**src/rtl/igb_pkg.sv**
```systemverilog
package igb_pkg;
  // Register word index inside one group (byte offset >> 2).
  typedef enum logic [1:0] {
    SEL_STAT = 2'd0,
    SEL_MASK = 2'd1,
    SEL_PEND = 2'd2,
    SEL_ENAB = 2'd3
  } reg_sel_e;

  localparam int unsigned IDX_W = 2;
endpackage

```
**src/rtl/igb_pend_latch.sv**
```systemverilog
module igb_pend_latch #(
  parameter int unsigned DW = 32
) (
  input  logic          clk,
  input  logic          rst_n,
  input  logic [DW-1:0] evt,
  input  logic [DW-1:0] mask,
  input  logic          clr_we,
  input  logic [DW-1:0] clr_bits,
  output logic [DW-1:0] pend
);
  logic [DW-1:0] clr_eff;
  logic [DW-1:0] set_eff;
  logic [DW-1:0] pend_nxt;

  always_comb begin
    clr_eff  = clr_we ? clr_bits : '0;
    set_eff  = evt & ~mask;
    // set dominates clear on a colliding bit
    pend_nxt = (pend & ~clr_eff) | set_eff;
  end

  always_ff @(posedge clk) begin
    if (!rst_n) pend <= '0;
    else        pend <= pend_nxt;
  end
endmodule

```
**src/rtl/igb_ctrl_regs.sv**
```systemverilog
module igb_ctrl_regs #(
  parameter int unsigned DW = 32
) (
  input  logic          clk,
  input  logic          rst_n,
  input  logic          mask_we,
  input  logic          enab_we,
  input  logic [DW-1:0] wdata,
  input  logic [DW-1:0] src_lvl,
  output logic [DW-1:0] mask_q,
  output logic [DW-1:0] enab_q,
  output logic [DW-1:0] stat_q
);
  always_ff @(posedge clk) begin
    if (!rst_n) begin
      mask_q <= '0;
      enab_q <= '0;
      stat_q <= '0;
    end else begin
      stat_q <= src_lvl;
      if (mask_we) mask_q <= wdata;
      if (enab_we) enab_q <= wdata;
    end
  end
endmodule

```
**src/rtl/igb_summary.sv**
```systemverilog
module igb_summary #(
  parameter int unsigned DW     = 32,
  parameter int unsigned SLICES = 2
) (
  input  logic              clk,
  input  logic              rst_n,
  input  logic [DW-1:0]     pend,
  input  logic [DW-1:0]     enab,
  output logic [SLICES-1:0] slice_irq,
  output logic              any_irq
);
  localparam int unsigned SW = DW / SLICES;

  logic [DW-1:0]     live;
  logic [SLICES-1:0] slice_nxt;

  assign live = pend & enab;

  for (genvar s = 0; s < SLICES; s++) begin : g_slice
    assign slice_nxt[s] = |live[s*SW +: SW];
  end

  always_ff @(posedge clk) begin
    if (!rst_n) begin
      slice_irq <= '0;
      any_irq   <= 1'b0;
    end else begin
      slice_irq <= slice_nxt;
      any_irq   <= |live;
    end
  end
endmodule

```
**src/rtl/intr_group_bank.sv**
```systemverilog
module intr_group_bank #(
  parameter int unsigned DW = 32
) (
  input  logic                    clk,
  input  logic                    rst_n,
  input  logic [DW-1:0]           evt_i,
  input  logic [DW-1:0]           src_lvl_i,
  input  logic                    reg_we,
  input  logic [igb_pkg::IDX_W-1:0] reg_idx,
  input  logic [DW-1:0]           reg_wdata,
  output logic [DW-1:0]           reg_rdata,
  output logic                    irq_any,
  output logic                    irq_lo,
  output logic                    irq_hi
);
  import igb_pkg::*;

  localparam int unsigned SLICES = 2;

  reg_sel_e      sel;
  logic [DW-1:0] imr_q, ier_q, iir_q, isr_q;
  logic [SLICES-1:0] slice_irq;

  assign sel = reg_sel_e'(reg_idx);

  igb_ctrl_regs #(.DW(DW)) u_ctrl (
    .clk     (clk),
    .rst_n   (rst_n),
    .mask_we (reg_we && sel == SEL_MASK),
    .enab_we (reg_we && sel == SEL_ENAB),
    .wdata   (reg_wdata),
    .src_lvl (src_lvl_i),
    .mask_q  (imr_q),
    .enab_q  (ier_q),
    .stat_q  (isr_q)
  );

  igb_pend_latch #(.DW(DW)) u_pend (
    .clk      (clk),
    .rst_n    (rst_n),
    .evt      (evt_i),
    .mask     (imr_q),
    .clr_we   (reg_we && sel == SEL_PEND),
    .clr_bits (reg_wdata),
    .pend     (iir_q)
  );

  igb_summary #(.DW(DW), .SLICES(SLICES)) u_sum (
    .clk       (clk),
    .rst_n     (rst_n),
    .pend      (iir_q),
    .enab      (ier_q),
    .slice_irq (slice_irq),
    .any_irq   (irq_any)
  );

  assign irq_lo = slice_irq[0];
  assign irq_hi = slice_irq[1];

  always_comb begin
    unique case (sel)
      SEL_STAT: reg_rdata = isr_q;
      SEL_MASK: reg_rdata = imr_q;
      SEL_PEND: reg_rdata = iir_q;
      SEL_ENAB: reg_rdata = ier_q;
      default:  reg_rdata = '0;
    endcase
  end
endmodule

```
**config.mk**
```make
export PLATFORM = sky130hd
export DESIGN_NAME = intr_group_bank
export DESIGN_NICKNAME = d
export VERILOG_FILES = /design/src/rtl/igb_pkg.sv /design/src/rtl/igb_pend_latch.sv /design/src/rtl/igb_ctrl_regs.sv /design/src/rtl/igb_summary.sv /design/src/rtl/intr_group_bank.sv
export SDC_FILE = /design/constraint.sdc
export NUM_CORES = 1
export LEC_CHECK = 0
export ABC_CLOCK_PERIOD_IN_PS = 1560
export BUFFER_PORTS_ARGS = -buffer_cell sky130_fd_sc_hd__clkbuf_2
export CAP_MARGIN = 20
export CORE_ASPECT_RATIO = 1.75
export CORE_MARGIN = 2
export CORE_UTILIZATION = 54
export DETAILED_ROUTE_END_ITERATION = 12
export GPL_TIMING_DRIVEN = 0
export PLACE_DENSITY = 0.8
export SYNTH_ARGS = -nofsm -noshare
export SYNTH_HDL_FRONTEND = slang
export SYNTH_SLANG_ARGS = --single-unit
```
**constraint.sdc**
```tcl
create_clock -name clk -period 1.56 [get_ports clk]
set_input_delay 0.234 -clock clk [delete_from_list [all_inputs] [get_ports clk]]
set_output_delay 0.234 -clock clk [all_outputs]
set_load 0.02 [all_outputs]
```
==> results of run 1 <==
## critical path: cells and delay by family, from the launching register on
family                 cells  cell delay [ns]
buffers and inverters      1             0.16
DFF                        1             0.32
muxes                      1             0.52
## cells by family after synthesis
logic type | Yosys count
buf+inv | 40
simple gates | 266
mux | 32
flops | 131
compound gates | 113
## cells in the final DEF (no fill, tap or decap), types with 2 or more instances in the layout
cell type,n
buf_8,32
inv_6,3
and4_1,2
clkinvlp_4,3
buf_2,11
dfxtp_2,85
buf_6,14
nand2_1,161
a221oi_1,5
mux4_2,32
a21boi_1,43
clkbuf_2,100
dfxtp_1,45
a22o_1,8
clkinv_2,2
a21oi_1,32
buf_4,75
and2_1,32
clkinv_4,3
clkbuf_1,13
bufinv_16,4
a21boi_0,22
a221oi_2,2
clkbuf_16,17
nor2b_1,66
## Yosys cell counts
cell	n	area, um^2
and4_1	2	17.5
a21boi_1	43	323
buf_12	1	20.0
buf_4	1	7.51
nor2b_1	66	413
a221oi_1	8	70.1
and3b_1	1	8.76
mux4_1	20	526
clkbuf_1	13	48.8
mux4_2	12	270
nor2_2	1	6.26
a21boi_0	22	165
and2_1	32	200
and3_1	1	6.26
a21oi_1	32	160
nand3_1	1	5.00
nand2_1	161	604
buf_6	14	158
or2_1	1	6.26
a22o_1	8	70.1
dfxtp_1	131	2620
buf_2	11	55.1
## cell type report
type	instances	share of cell area [%]
flip-flops and latches	131	33.5
clock inverters	15	2.52
repair buffers	206	18.8
multi-input cells	411	34.4
clock buffers	17	5.22
plain buffers	40	3.54
well taps	127	1.95
## metal layers
layer,track usage [%],wire length [um]
met1,32.6,6390
met2,56.4,9960
met3,7.87,1360
met4,20.4,1120
met5,0,0
## per-stage QoR
step	power (uW)	TNS [ns]	worst slack, ns	area [um^2]	std cells
after global routing	9410	-2.41	-0.109	8150	947
after global placement	4620	-0.386	-0.0745	6580	841
after floorplan	4250	0	0.149	5760	582
after detailed placement	4650	-0.502	-0.0791	6580	841
final	9200	-2.11	-0.109	8150	947
after CTS	9050	-1.74	-0.0859	7980	934
## state kept, by name (all words and copies together) (netlist names)
name / cells
u_pend.pend: 32
u_ctrl.enab_q: 32
u_sum.any_irq: 1
u_sum.slice_irq: 2
u_ctrl.stat_q: 32
u_ctrl.mask_q: 32
## worst paths after layout
path                                       from                       endpoint  cells after the start
setup / recovery  u_ctrl.enab_q[4]$_SDFFE_PN0P_                   reg_rdata[4]                      2
hold / removal                    src_lvl_i[16]   u_ctrl.stat_q[16]$_SDFF_PN0_                      2
setup reg to reg      u_pend.pend[7]$_SDFF_PN0_       u_sum.any_irq$_SDFF_PN0_                      5
hold reg to reg   u_ctrl.mask_q[9]$_SDFFE_PN0P_  u_ctrl.mask_q[9]$_SDFFE_PN0P_                      2
## power groups by stage
stage | Combinational, uW | Sequential [uW] | Clock [uW]
2_1_floorplan | 579 | 3670 | 0
3_5_place_dp | 939 | 3710 | 0
4_1_cts | 1170 | 3630 | 4240
5_1_grt | 1350 | 3660 | 4410
6_report | 1280 | 3640 | 4280
3_3_place_gp | 921 | 3700 | 0
## what timing repair did
item	CTS	global route
hold buffers	0	0
setup buffers	61	13
setup endpoints to repair	32	33
pin swaps	0	1
gates resized for setup	160	47
==> impl_metrics.ini, run 1 <==
[status]
status = finished with violations
violations = setup timing

[die]
die_w_um = 82.1
start_util_pct = 55.6
num_rows = 49
core_um2 = 10400
io_pins = 136
chipHeight_um = 141
die_area_um2 = 11500

[synthesis]
syn-num-nets = 683
synth_top_family_by_area = simple AND/OR/NAND/NOR gates
ys_ff_latch = 131
synth_cells = 582
muxShareOfSynthArea_pct = 13.8
synth-compound-area-share_pct = 13.7
yosys.area_share.xor_xnor_pct = 0
yosysSeqAreaShare_pct = 45.5
synthAdderAreaFrac_pct = 0
yosys_warnings = 0
syn_area_um2 = 5760
syn_avg_cell_area_um2 = 9.90
yosys.area_share.simple_pct = 22.0
ys_types = 22

[pwr]
p_int_uw = 6890
p_leak_uw = 0.00347
p_sw_uw = 2300
pwr-share-comb_pct = 13.9
worst_ir_drop_vdd_v = 0.00110
p_clk_share_pct = 46.5
power_frac_seq_pct = 39.6
powerDensity_nw_per_um2 = 1130
netSwitchingFraction_pct = 25.1

[global_route]
grt_pass1_wl_um = 27400
grt_usage_pct = 32.1
grt_overflow_total = 0
antenna_found_initial = 0
grt_max_degree = 17
grt_pass1_vias = 5579

[timing]
holdWs_ns = 0.00387
maxSlewViolCount = 0
fin_ws_ns = -0.109
clock.fmax_mhz = 599
slew_headroom_pct = 59.4
fin_crit_sh_pct = 107
hold_violations = 0
min_period_ns = 1.67
setup_viol = 32
rsz0062_at_grt = true
clock_skew_ns = 0.0109
worst_pin_slew_ns = 0.608

[critical_path]
crit_slowest_cell = mux4_2
required_ns = 1.33
crit_path_end_kind = output pin
critPathLaunchType = flip-flop
cp_cell_sequence = mux4_2, buf_8
cpPeakStageDelay_ns = 0.52
crit_fanout = 2
reg2reg_slack_ns = 0.03
arrival_ns = 1.43
critPathKind = flip-flop to output pin

[drt]
totalWireLength_um = 18800
wl_per_cell_um = 19.9
ant_nets = 0
drc = 0
vias = 5461
vias_per_cell = 5.77
drt_pass1_iterations = 8
drtIter0Drc = 446

[final_layout]
antennaDiodeCount = 0
layout-drive-gt1-share_pct = 47.2
nNetsFinal = 908
fin_util_pct = 78.7
area_delta_synth_final_pct = 41.5
multi_input_area_um2 = 2810
seq_area_um2 = 2730
fillers = 610

[job]
maxCapViolCount = 0

[clock_tree]
h-tree-depth = 4
cts_sinks = 131
clk_path_buf_depth = 2
cts_tree = built
worstSkewPairLatency_ns = 0.43
cts_root_buf = clkbuf_16
numCtsBuffers = 17
path_clk_slew_ns = 0.06

[placement]
post-dp-hpwl_um = 12000
gp_congestion = 0.911
portBuffers = 132

[worst_hold_path]
hold_path_class = primary input to flip-flop
No activity file was read; power rests on OpenSTA's default activity.
==> inputs of run 2 (changes only) <==
--- a/config.mk
+++ b/config.mk
@@ -8,9 +8,9 @@
 export ABC_CLOCK_PERIOD_IN_PS = 1560
 export BUFFER_PORTS_ARGS = -buffer_cell sky130_fd_sc_hd__clkbuf_2
 export CAP_MARGIN = 20
-export CORE_ASPECT_RATIO = 1.75
 export CORE_MARGIN = 2
 export CORE_UTILIZATION = 54
+export CTS_BUF_LIST = sky130_fd_sc_hd__clkbuf_8 sky130_fd_sc_hd__clkbuf_16
 export DETAILED_ROUTE_END_ITERATION = 12
 export GPL_TIMING_DRIVEN = 0
 export PLACE_DENSITY = 0.8
==> run 2 against run 1 <==
  * Cell area rose by 7.6%
  * Wire length is 17% higher
  * First-iteration DRC count up 20%
  * Sequential share of layout area down 2.3 points
  * Sequential cell count unchanged
  * Critical endpoint is now reg_rdata[0]
  * Largest power group unchanged
  * Worst setup slack lost 0.12 ns
  * Count of clock-buffer cells in the layout is 3 higher
  * Sequential power about the same
  * Non-clock buffer count grew 62
  * The run still ends with setup timing left
  * Core utilization is 6.3 points higher
==> impl_metrics.ini, run 2 (synthesis results as in run 1) <==
[status]
status = finished with violations
violations = setup timing

[placement]
portBuffers = 132
gp_congestion = 0.850
dp_cells = 850
post-dp-hpwl_um = 11500
pre_cts_ws_ns = -0.0369

[critical_path]
arrival_ns = 1.55
required_ns = 1.33
cp_cell_sequence = mux4_2, buf_8
cpPeakStageDelay_ns = 0.51
crit_slowest_cell = mux4_2
critPathLaunchType = flip-flop
crit_buf_inv = 1
critPathKind = flip-flop to output pin
crit_path_end_kind = output pin
crit_fanout = 2
critical_path.top_delay_family = multiplexers

[timing]
fin_crit_sh_pct = 115
slew_headroom_pct = 53.2
clock.fmax_mhz = 560
rsz0062_at_grt = true
maxSlewViolCount = 0
clock_skew_ns = 0.00852
fin_ws_ns = -0.227
setup_viol = 34
worst_pin_slew_ns = 0.702
min_period_ns = 1.79
hold_violations = 0

[global_route]
grt_usage_pct = 37.8
grt_overflow_total = 0
antenna_found_initial = 0
grt_pass1_vias = 6178
grt_pass1_wl_um = 32200
grt_max_degree = 17

[pwr]
power_uw = 9470
p_clk_share_pct = 46.2
netSwitchingFraction_pct = 24.3
p_int_uw = 7170
power_frac_seq_pct = 38.5
powerDensity_nw_per_um2 = 1080
p_sw_uw = 2300
worst_ir_drop_vdd_v = 0.00111
pwr-share-comb_pct = 15.2
p_leak_uw = 0.00374

[clock_tree]
cts_sinks = 131
worstSkewPairLatency_ns = 0.55
numCtsBuffers = 17
cts_tree = built
cts_root_buf = clkbuf_8
clk_path_buf_depth = 2
path_clk_slew_ns = 0.06
h-tree-depth = 4

[die]
die_w_um = 107
chipHeight_um = 107
num_rows = 37
start_util_pct = 55.8
io_pins = 136
core_um2 = 10300
die_area_um2 = 11500

[drt]
vias = 6073
wl_per_cell_um = 21.7
drt_pass1_iterations = 5
vias_per_cell = 5.97
drtIter0Drc = 533
totalWireLength_um = 22000
drc = 0
ant_nets = 0

[worst_hold_path]
hold_path_class = primary input to flip-flop

[final_layout]
area_delta_synth_final_pct = 52.3
fin_util_pct = 85.0
layout-drive-gt1-share_pct = 43.5
nNetsFinal = 970
final_common_cell = nand2_1
fillers = 482
mostFrequentLayoutCells = 161 x nand2_1, 100 x clkbuf_2, 90 x dfxtp_2
post_layout_nonfiller_instances = 1018

[job]
maxCapViolCount = 0
==> run 2: worst min-delay path: cells and delay by family <==
family                 cells  cell delay [ns]
AND/OR/NAND/NOR            2             0.20
AO/OA/AOI/OAI              1             0.05
buffers and inverters      1             0.07
==> run 2: worst paths after layout <==
check	start	end	slack, ns	depth (start not counted)
worst max register to register	u_pend.pend[3]$_SDFF_PN0_	u_sum.any_irq$_SDFF_PN0_	-0.10	5
worst min-delay path	evt_i[30]	u_pend.pend[30]$_SDFF_PN0_	0.04	4
worst max-delay path	u_ctrl.enab_q[0]$_SDFFE_PN0P_	reg_rdata[0]	-0.23	2
worst min register to register	u_ctrl.mask_q[10]$_SDFFE_PN0P_	u_ctrl.mask_q[10]$_SDFFE_PN0P_	0.46	2
==> run 2: per-layer routing <==
layer	up-vias	GRT usage (%)	share of wire [%]
met2	552	65.4	49
met1	2832	43.2	34
met5	-	0	0
li1	2547	-	-
met3	142	9.32	11
met4	0	19.6	6.3
==> run 2: final cells by class <==
| class | instances | area, um^2 | share of cell area, % |
|---|---|---|---|
| Sequential cell | 131 | 2740 | 31.2 |
| Timing Repair Buffer | 268 | 2160 | 24.6 |
| Tap cell | 136 | 170 | 1.94 |
| Antenna cell | 1 | 2.50 | 0.0285 |
| Multi-Input combinational cell | 411 | 2780 | 31.6 |
| Buffer | 40 | 289 | 3.29 |
| Clock buffer | 20 | 455 | 5.19 |
| Clock inverter | 11 | 184 | 2.10 |
==> run 2: power by group through the flow <==
stage | Sequential, uW | Clock (uW) | Combinational, uW
5_1_grt | 3660 | 4510 | 1510
6_report | 3650 | 4380 | 1440
2_1_floorplan | 3670 | 0 | 579
4_1_cts | 3630 | 4300 | 1300
3_5_place_dp | 3700 | 0 | 942
3_3_place_gp | 3690 | 0 | 919
==> run 2: stage by stage <==
step           instance area (um^2)  hold slack, ns  TNS (ns)
2_1_floorplan                  5760           0.356         0
3_3_place_gp                   6590           0.440   -0.0527
3_5_place_dp                   6590           0.443   -0.0845
4_1_cts                        8610          0.0498     -5.71
5_1_grt                        8770          0.0709     -6.64
6_report                       8770          0.0410     -6.41
==> run 2: what timing repair did <==
| item | 4_1_cts | 5_1_grt |
|---|---|---|
| endpoints found under the hold margin | 96 | 0 |
| hold buffers | 64 | 0 |
| endpoints found under the setup margin | 32 | 33 |
| resized for setup | 158 | 47 |
| buffers inserted | 58 | 14 |
